<file path="config.mk">
export PLATFORM = sky130hd
export DESIGN_NAME = prio_irq_ctrl
export DESIGN_NICKNAME = d
export VERILOG_FILES = /design/src/rtl/pic_pkg.sv /design/src/rtl/pic_gie_ctl.sv /design/src/rtl/pic_src_bank.sv /design/src/rtl/pic_prio_pick.sv /design/src/rtl/prio_irq_ctrl.sv
export SDC_FILE = /design/constraint.sdc
export NUM_CORES = 1
export LEC_CHECK = 0
export ABC_AREA = 1
export BUFFER_PORTS_ARGS = -buffer_cell sky130_fd_sc_hd__buf_2
export CORE_AREA = 2 2 58 49
export CTS_CLUSTER_DIAMETER = 120
export DETAILED_ROUTE_END_ITERATION = 10
export DIE_AREA = 0 0 60 51
export MAX_ROUTING_LAYER = met4
export PLACE_DENSITY_LB_ADDON = 0.25
export SYNTH_ARGS = -nofsm -noshare
export SYNTH_HDL_FRONTEND = slang
export SYNTH_SLANG_ARGS = --single-unit
export TNS_END_PERCENT = 20
</file>
<file path="constraint.sdc">
create_clock -name clk -period 2.1 [get_ports clk]
set_input_delay 0.21 -clock clk [delete_from_list [all_inputs] [get_ports clk]]
set_output_delay 0.21 -clock clk [all_outputs]
set_load 0.02 [all_outputs]
</file>
<file path="src/rtl/pic_pkg.sv">
package pic_pkg;

  // Control pulses that arrive with a retiring instruction.
  typedef struct packed {
    logic sei;
    logic cli;
    logic reti;
  } gie_cmd_t;

  function automatic logic cmd_any(gie_cmd_t c);
    return c.sei | c.cli | c.reti;
  endfunction

endpackage

</file>
<file path="src/rtl/pic_gie_ctl.sv">
module pic_gie_ctl
  import pic_pkg::*;
(
  input  logic     clk,
  input  logic     rst_n,
  input  gie_cmd_t cmd,
  input  logic     take,
  output logic     gie_q
);

  logic gie_d;
  logic gie_ce;

  always_comb begin
    gie_ce = take | cmd_any(cmd);
    gie_d  = gie_q;
    if (cmd.sei | cmd.reti) gie_d = 1'b1;
    if (cmd.cli)            gie_d = 1'b0;
    if (take)               gie_d = 1'b0;
  end

  always_ff @(posedge clk or negedge rst_n) begin
    if (!rst_n)      gie_q <= 1'b0;
    else if (gie_ce) gie_q <= gie_d;
  end

  // entry drops the global enable
  a_r5_take_clears_gie: assert property (@(posedge clk) disable iff (!rst_n)
    take |=> !gie_q);
  // return restores the global enable
  a_r10_reti_sets_gie: assert property (@(posedge clk) disable iff (!rst_n)
    (cmd.reti && !cmd.cli && !take) |=> gie_q);
  // disable lands on the next edge
  a_r12_cli_clears_gie: assert property (@(posedge clk) disable iff (!rst_n)
    cmd.cli |=> !gie_q);

endmodule

</file>
<file path="src/rtl/pic_src_bank.sv">
module pic_src_bank #(
  parameter int          NSRC     = 8,
  parameter logic [NSRC-1:0] LVL_MASK = '0,
  localparam int         IDXW     = (NSRC > 1) ? $clog2(NSRC) : 1
) (
  input  logic            clk,
  input  logic            rst_n,
  input  logic [NSRC-1:0] src,
  input  logic            en_wr,
  input  logic [NSRC-1:0] en_wdata,
  input  logic            clr_wr,
  input  logic [NSRC-1:0] clr_wdata,
  input  logic            take,
  input  logic [IDXW-1:0] take_idx,
  output logic [NSRC-1:0] flag_q,
  output logic [NSRC-1:0] req
);

  logic [NSRC-1:0] en_q;
  logic [NSRC-1:0] raw;

  always_ff @(posedge clk or negedge rst_n) begin
    if (!rst_n)     en_q <= '0;
    else if (en_wr) en_q <= en_wdata;
  end

  for (genvar i = 0; i < NSRC; i++) begin : g_src
    if (LVL_MASK[i]) begin : g_lvl
      assign flag_q[i] = 1'b0;
      assign raw[i]    = src[i];
    end else begin : g_evt
      logic f_q;
      logic f_d;
      logic f_ce;
      logic hit;

      always_comb begin
        hit  = take && (take_idx == IDXW'(i));
        f_ce = src[i] | (clr_wr & clr_wdata[i]) | hit;
        f_d  = src[i];   // a fresh event outranks any clear
      end

      always_ff @(posedge clk or negedge rst_n) begin
        if (!rst_n)    f_q <= 1'b0;
        else if (f_ce) f_q <= f_d;
      end

      assign flag_q[i] = f_q;
      assign raw[i]    = f_q;

      // an event always latches
      a_r6_event_latches: assert property (@(posedge clk) disable iff (!rst_n)
        src[i] |=> f_q);
      // a clear with no competing event empties the flag
      a_r8_clear_empties: assert property (@(posedge clk) disable iff (!rst_n)
        (((clr_wr && clr_wdata[i]) || hit) && !src[i]) |=> !f_q);
    end
  end

  assign req = raw & en_q;

endmodule

</file>
<file path="src/rtl/pic_prio_pick.sv">
module pic_prio_pick #(
  parameter int  NSRC = 8,
  localparam int IDXW = (NSRC > 1) ? $clog2(NSRC) : 1
) (
  input  logic            clk,
  input  logic            rst_n,
  input  logic [NSRC-1:0] req,
  output logic            valid,
  output logic [IDXW-1:0] idx
);

  logic [NSRC-1:0] below;

  always_comb begin
    idx = '0;
    for (int i = NSRC - 1; i >= 0; i--) begin
      if (req[i]) idx = IDXW'(i);
    end
    valid = |req;
    below = (NSRC'(1) << idx) - NSRC'(1);
  end

  // winner is a live request with nothing pending beneath it
  a_r3_winner_live: assert property (@(posedge clk) disable iff (!rst_n)
    valid |-> req[idx]);
  a_r3_lowest_wins: assert property (@(posedge clk) disable iff (!rst_n)
    valid |-> ($countones(req & below) == 0));

endmodule

</file>
<file path="src/rtl/prio_irq_ctrl.sv">
module prio_irq_ctrl
  import pic_pkg::*;
#(
  parameter int              NSRC      = 8,
  parameter logic [NSRC-1:0] LVL_MASK  = 8'hC0,
  parameter int              ADDR_W    = 16,
  parameter logic [ADDR_W-1:0] BOOT_BASE = 16'hE000,
  localparam int             IDXW      = (NSRC > 1) ? $clog2(NSRC) : 1
) (
  input  logic              clk,
  input  logic              rst_n,
  input  logic [NSRC-1:0]   src_req,
  input  logic              instr_done,
  input  logic              sei_pulse,
  input  logic              cli_pulse,
  input  logic              reti_pulse,
  input  logic              en_wr,
  input  logic [NSRC-1:0]   en_wdata,
  input  logic              flag_wr,
  input  logic [NSRC-1:0]   flag_wdata,
  input  logic              boot_sel,
  output logic              gie,
  output logic [NSRC-1:0]   flags,
  output logic              irq_take,
  output logic [IDXW-1:0]   irq_idx,
  output logic [ADDR_W-1:0] irq_vec
);

  gie_cmd_t        cmd;
  logic [NSRC-1:0] req;
  logic            pick_valid;
  logic [IDXW-1:0] pick_idx;
  logic [IDXW:0]   slot;
  logic [ADDR_W-1:0] base;

  assign cmd = '{sei: sei_pulse, cli: cli_pulse, reti: reti_pulse};

  pic_src_bank #(.NSRC(NSRC), .LVL_MASK(LVL_MASK)) u_bank (
    .clk       (clk),
    .rst_n     (rst_n),
    .src       (src_req),
    .en_wr     (en_wr),
    .en_wdata  (en_wdata),
    .clr_wr    (flag_wr),
    .clr_wdata (flag_wdata),
    .take      (irq_take),
    .take_idx  (pick_idx),
    .flag_q    (flags),
    .req       (req)
  );

  pic_prio_pick #(.NSRC(NSRC)) u_pick (
    .clk   (clk),
    .rst_n (rst_n),
    .req   (req),
    .valid (pick_valid),
    .idx   (pick_idx)
  );

  pic_gie_ctl u_gie (
    .clk   (clk),
    .rst_n (rst_n),
    .cmd   (cmd),
    .take  (irq_take),
    .gie_q (gie)
  );

  // Decision uses the held enable, so an enabling instruction never
  // lets a handler preempt the instruction right after it.
  always_comb begin
    irq_take = instr_done & gie & ~cmd_any(cmd) & pick_valid;
    base     = boot_sel ? BOOT_BASE : '0;
    slot     = {1'b0, pick_idx} + (IDXW+1)'(1);
    irq_vec  = base + ADDR_W'({slot, 1'b0});
    irq_idx  = pick_idx;
  end

  // takes only at an enabled boundary
  a_r2_take_gated: assert property (@(posedge clk) disable iff (!rst_n)
    irq_take |-> (gie && instr_done && (req != '0)));
  // boundaries of enable, disable and return never divert
  a_r12_cmd_blocks: assert property (@(posedge clk) disable iff (!rst_n)
    (sei_pulse || cli_pulse || reti_pulse) |-> !irq_take);
  // level sources show no flag
  a_r9_no_level_flag: assert property (@(posedge clk) disable iff (!rst_n)
    (flags & LVL_MASK) == '0);

endmodule

</file>
==> key figures <==
Route
  • Vias: 855
  • DRT Wirelength: 2.16 mm
  • DRT iter0 DRCs: 11
  • Post-DRT Antenna Nets: 0
  • DRC viols: 0
  • First-pass DRT Iterations: 3
  • Average wire per standard cell: 10.7 µm
  • Via density: 4.25

GRT
  • First-pass GRT wire length: 3.35 mm
  • Pin count of the biggest net entering global routing: 16
  • Initial antenna violation count: 0
  • Vias in the first global route: 793
  • Total global routing overflow: 0
  • Gr usage total: 0.150

Worst hold path
  • HP Class: primary input to flip-flop

Timing
  • Final hold vios: 0
  • Final Max Slew Viols: 0
  • Hold WS: 0.109 ns
  • Skew final: 0.00416 ns
  • RSZ-0062 raised after global routing: true
  • Final setup viols: 0
  • Final period util: 0.976
  • Final WS setup: 0.0495 ns
  • Fin crit period: 2.05 ns
  • FMAX: 488 MHz

Placement
  • Number of port buffers: 44
  • Pre-CTS setup slack: 0.185 ns
  • Detailed Place HPWL: 1.65 mm
  • Final Wtd Congestion: 0.685
  • Area post-placement: 1160 µm²

Critical path
  • Reg2reg setup slack: 0.20 ns
  • Crit path DAT: 1.84 ns
  • R2R Path Start: u_bank.en_q[7]$_DFFE_PN0P_
  • Crit Path Category: flip-flop to primary output
  • CP Capture Point: irq_vec[3]
  • Worst setup EP type: primary output
  • RR Endpoint: u_bank.g_src[5].g_evt.f_q$_DFFE_PN0P_
  • Critical Path Start: u_bank.en_q[7]$_DFFE_PN0P_
  • R2R cell count: 16
  • Nature of the critical path startpoint: flip-flop
  • CP max FO: 5
  • Required @ worst endpoint: 1.89 ns

Power
  • Sequential power share: 0.395
  • Switching share of total power: 0.349
  • Internal: 0.000547 W
  • Worst vdd ir: 302 µV
  • Cell leakage power: 0.721 nW
  • Clock power share: 0.192
  • Final Power: 0.000840 W
  • Comb pwr share: 0.413
  • Power density over the cells: 622 nW/µm²
  • Total net switching power: 0.000293 W

Layout
  • Area Growth Syn to Fin: 33.2%
  • Final instance area: 1350 µm²
  • Share of cells above drive strength 1: 0.552
  • Post-layout nets: 201
  • Most frequent cells in the layout: buf_2, nand2_1, dfrtp_1
  • Most common cell after layout, fill and taps aside: buf_2
  • Inserted Diodes: 0
  • Core Util, Final: 0.525

Die
  • Die area: 3060 µm²
  • Area of the core: 2570 µm²
  • Die X: 60 µm
  • Starting Density: 0.394
  • Row count: 17
  • Die height: 51 µm
  • I/O pin cnt: 62

Status
  • Status: finished, final reports clean

Yosys
  • Top_reg_cell synth: dfrtp_1
  • Mapped Area: 1010 µm²
  • Post-synth EDFFs: 0
  • Synthesis Warnings: 0
  • Synth Area in Compound Gates: 0.0666
  • Area contributors post-synth: dfrtp_1, buf_4, nand2_1
  • Register area share after synthesis: 0.370
  • Yosys top cell by area: dfrtp_1
  • Synth Register Bits: 15
  • Syn avg cell area: 8.82 µm²
  • Mux cell area share after synthesis: 0.0888
  • Cell variety after synth: 22
  • Adder-Cell Fraction of Synth Area: 0.0493
  • Asr flop ratio synth: 1.00
  • Largest family of logic cells by synthesized area: simple AND/OR/NAND/NOR gates
  • Synth Area in XOR/XNOR: 0
  • Synth top area share: 0.370
  • Post-Synthesis Cells: 115
  • Simple-gate area share of the yosys netlist: 0.221

CTS
  • Clock Sinks: 15
  • CTS H-tree depth: 1
  • CTS Buf Count: 3
  • CTS root buf: clkbuf_4
  • Worst skew pair latency: 0.28 ns
  • Clock-pin slew on the worst setup and hold paths: 0.09 ns
  • Clk buf depth: 2
  • TritonCTS clock tree: built

Run
  • Max_cap viols: 0
worst min path at each step:
stage,startpoint,to,slack (ns),cells after the start
global placement,rst_n,u_bank.en_q[4]$_DFFE_PN0P_,0.13,1
finish,src_req[4],u_bank.g_src[4].g_evt.f_q$_DFFE_PN0P_,0.11,3
floorplan,rst_n,u_bank.en_q[0]$_DFFE_PN0P_,-0.09,0
CTS,src_req[4],u_bank.g_src[4].g_evt.f_q$_DFFE_PN0P_,0.1,3
global route,src_req[4],u_bank.g_src[4].g_evt.f_q$_DFFE_PN0P_,0.1,3
detailed placement,rst_n,u_bank.en_q[4]$_DFFE_PN0P_,0.13,1
layer usage:
metal | up-vias | wire (µm) | GRT usage | share of wire
li1 | 427 | - | - | -
met1 | 399 | 852 | 0.174 | 0.39
met2 | 29 | 1150 | 0.259 | 0.53
met3 | 0 | 152 | 0.0582 | 0.070
met4 | 0 | 0 | 0.00370 | 0
met5 | - | 0 | - | 0
synth_stat cells (2+ instances only):
cell type / instances
nand2_1: 31
buf_4: 20
dfrtp_1: 15
inv_1: 13
mux2_2: 8
ha_1: 4
nand2_2: 3
nand3_1: 3
a21boi_0: 2
a31o_2: 2
nor2_2: 2
nor2_4: 2
state kept, by name (all words and copies together) (netlist names):
signal                  cells
u_bank.en_q                 8
u_bank.g_src.g_evt.f_q      6
u_gie.gie_q                 1
final cells by class:
cell class              count  area, µm²
clock buffers               4       26.3
fillers                   245       1220
inverters                  13       48.8
multi-input cells          76        523
flip-flops and latches     15        375
well taps                  38       47.5
repair buffers             55        330
power by group through the flow:
stage	registers [W]	logic, W	clock network, W
final	0.000332	0.000347	0.000161
after CTS	0.000331	0.000311	0.000170
after detailed placement	0.000336	0.000254	0
after global routing	0.000335	0.000382	0.000190
after global placement	0.000335	0.000249	0
after floorplan	0.000335	0.000205	0
critical path: stages (launching register included):
cell,delay (ns)
dfrtp_1,0.40
nand2_2,0.08
inv_2,0.03
nand2_1,0.04
nand2_1,0.04
nand2_1,0.05
nand2_1,0.05
nand2_1,0.08
nand2_1,0.07
nand2_2,0.11
inv_2,0.06
ha_4,0.16
ha_4,0.25
inv_2,0.03
buf_6,0.12
cells by family (layout without fill, tap and decap cells):
family / count (synthesis) / count (layout)
other: 1 / 11
adder cells (fa/ha/maj): 4 / 4
AND/OR/NAND/NOR: 45 / 45
AO/OA/AOI/OAI: 8 / 8
multiplexers: 8 / 8
buffers and inverters: 34 / 72
flip-flops: 15 / 15
metrics by stage:
stage,instances,TNS [ns]
after floorplan,125,0
after detailed placement,186,0
after global placement,186,0
after CTS,200,0
after global routing,201,-0.151
final,201,0
repair_timing:
item	CTS	global route
hold endpoints to repair	15	0
resized for setup	7	14
setup buffers	9	1
endpoints found under the setup margin	1	4
pin swaps	3	6
hold buffers	1	0
No activity file was read; power rests on OpenSTA's default activity.
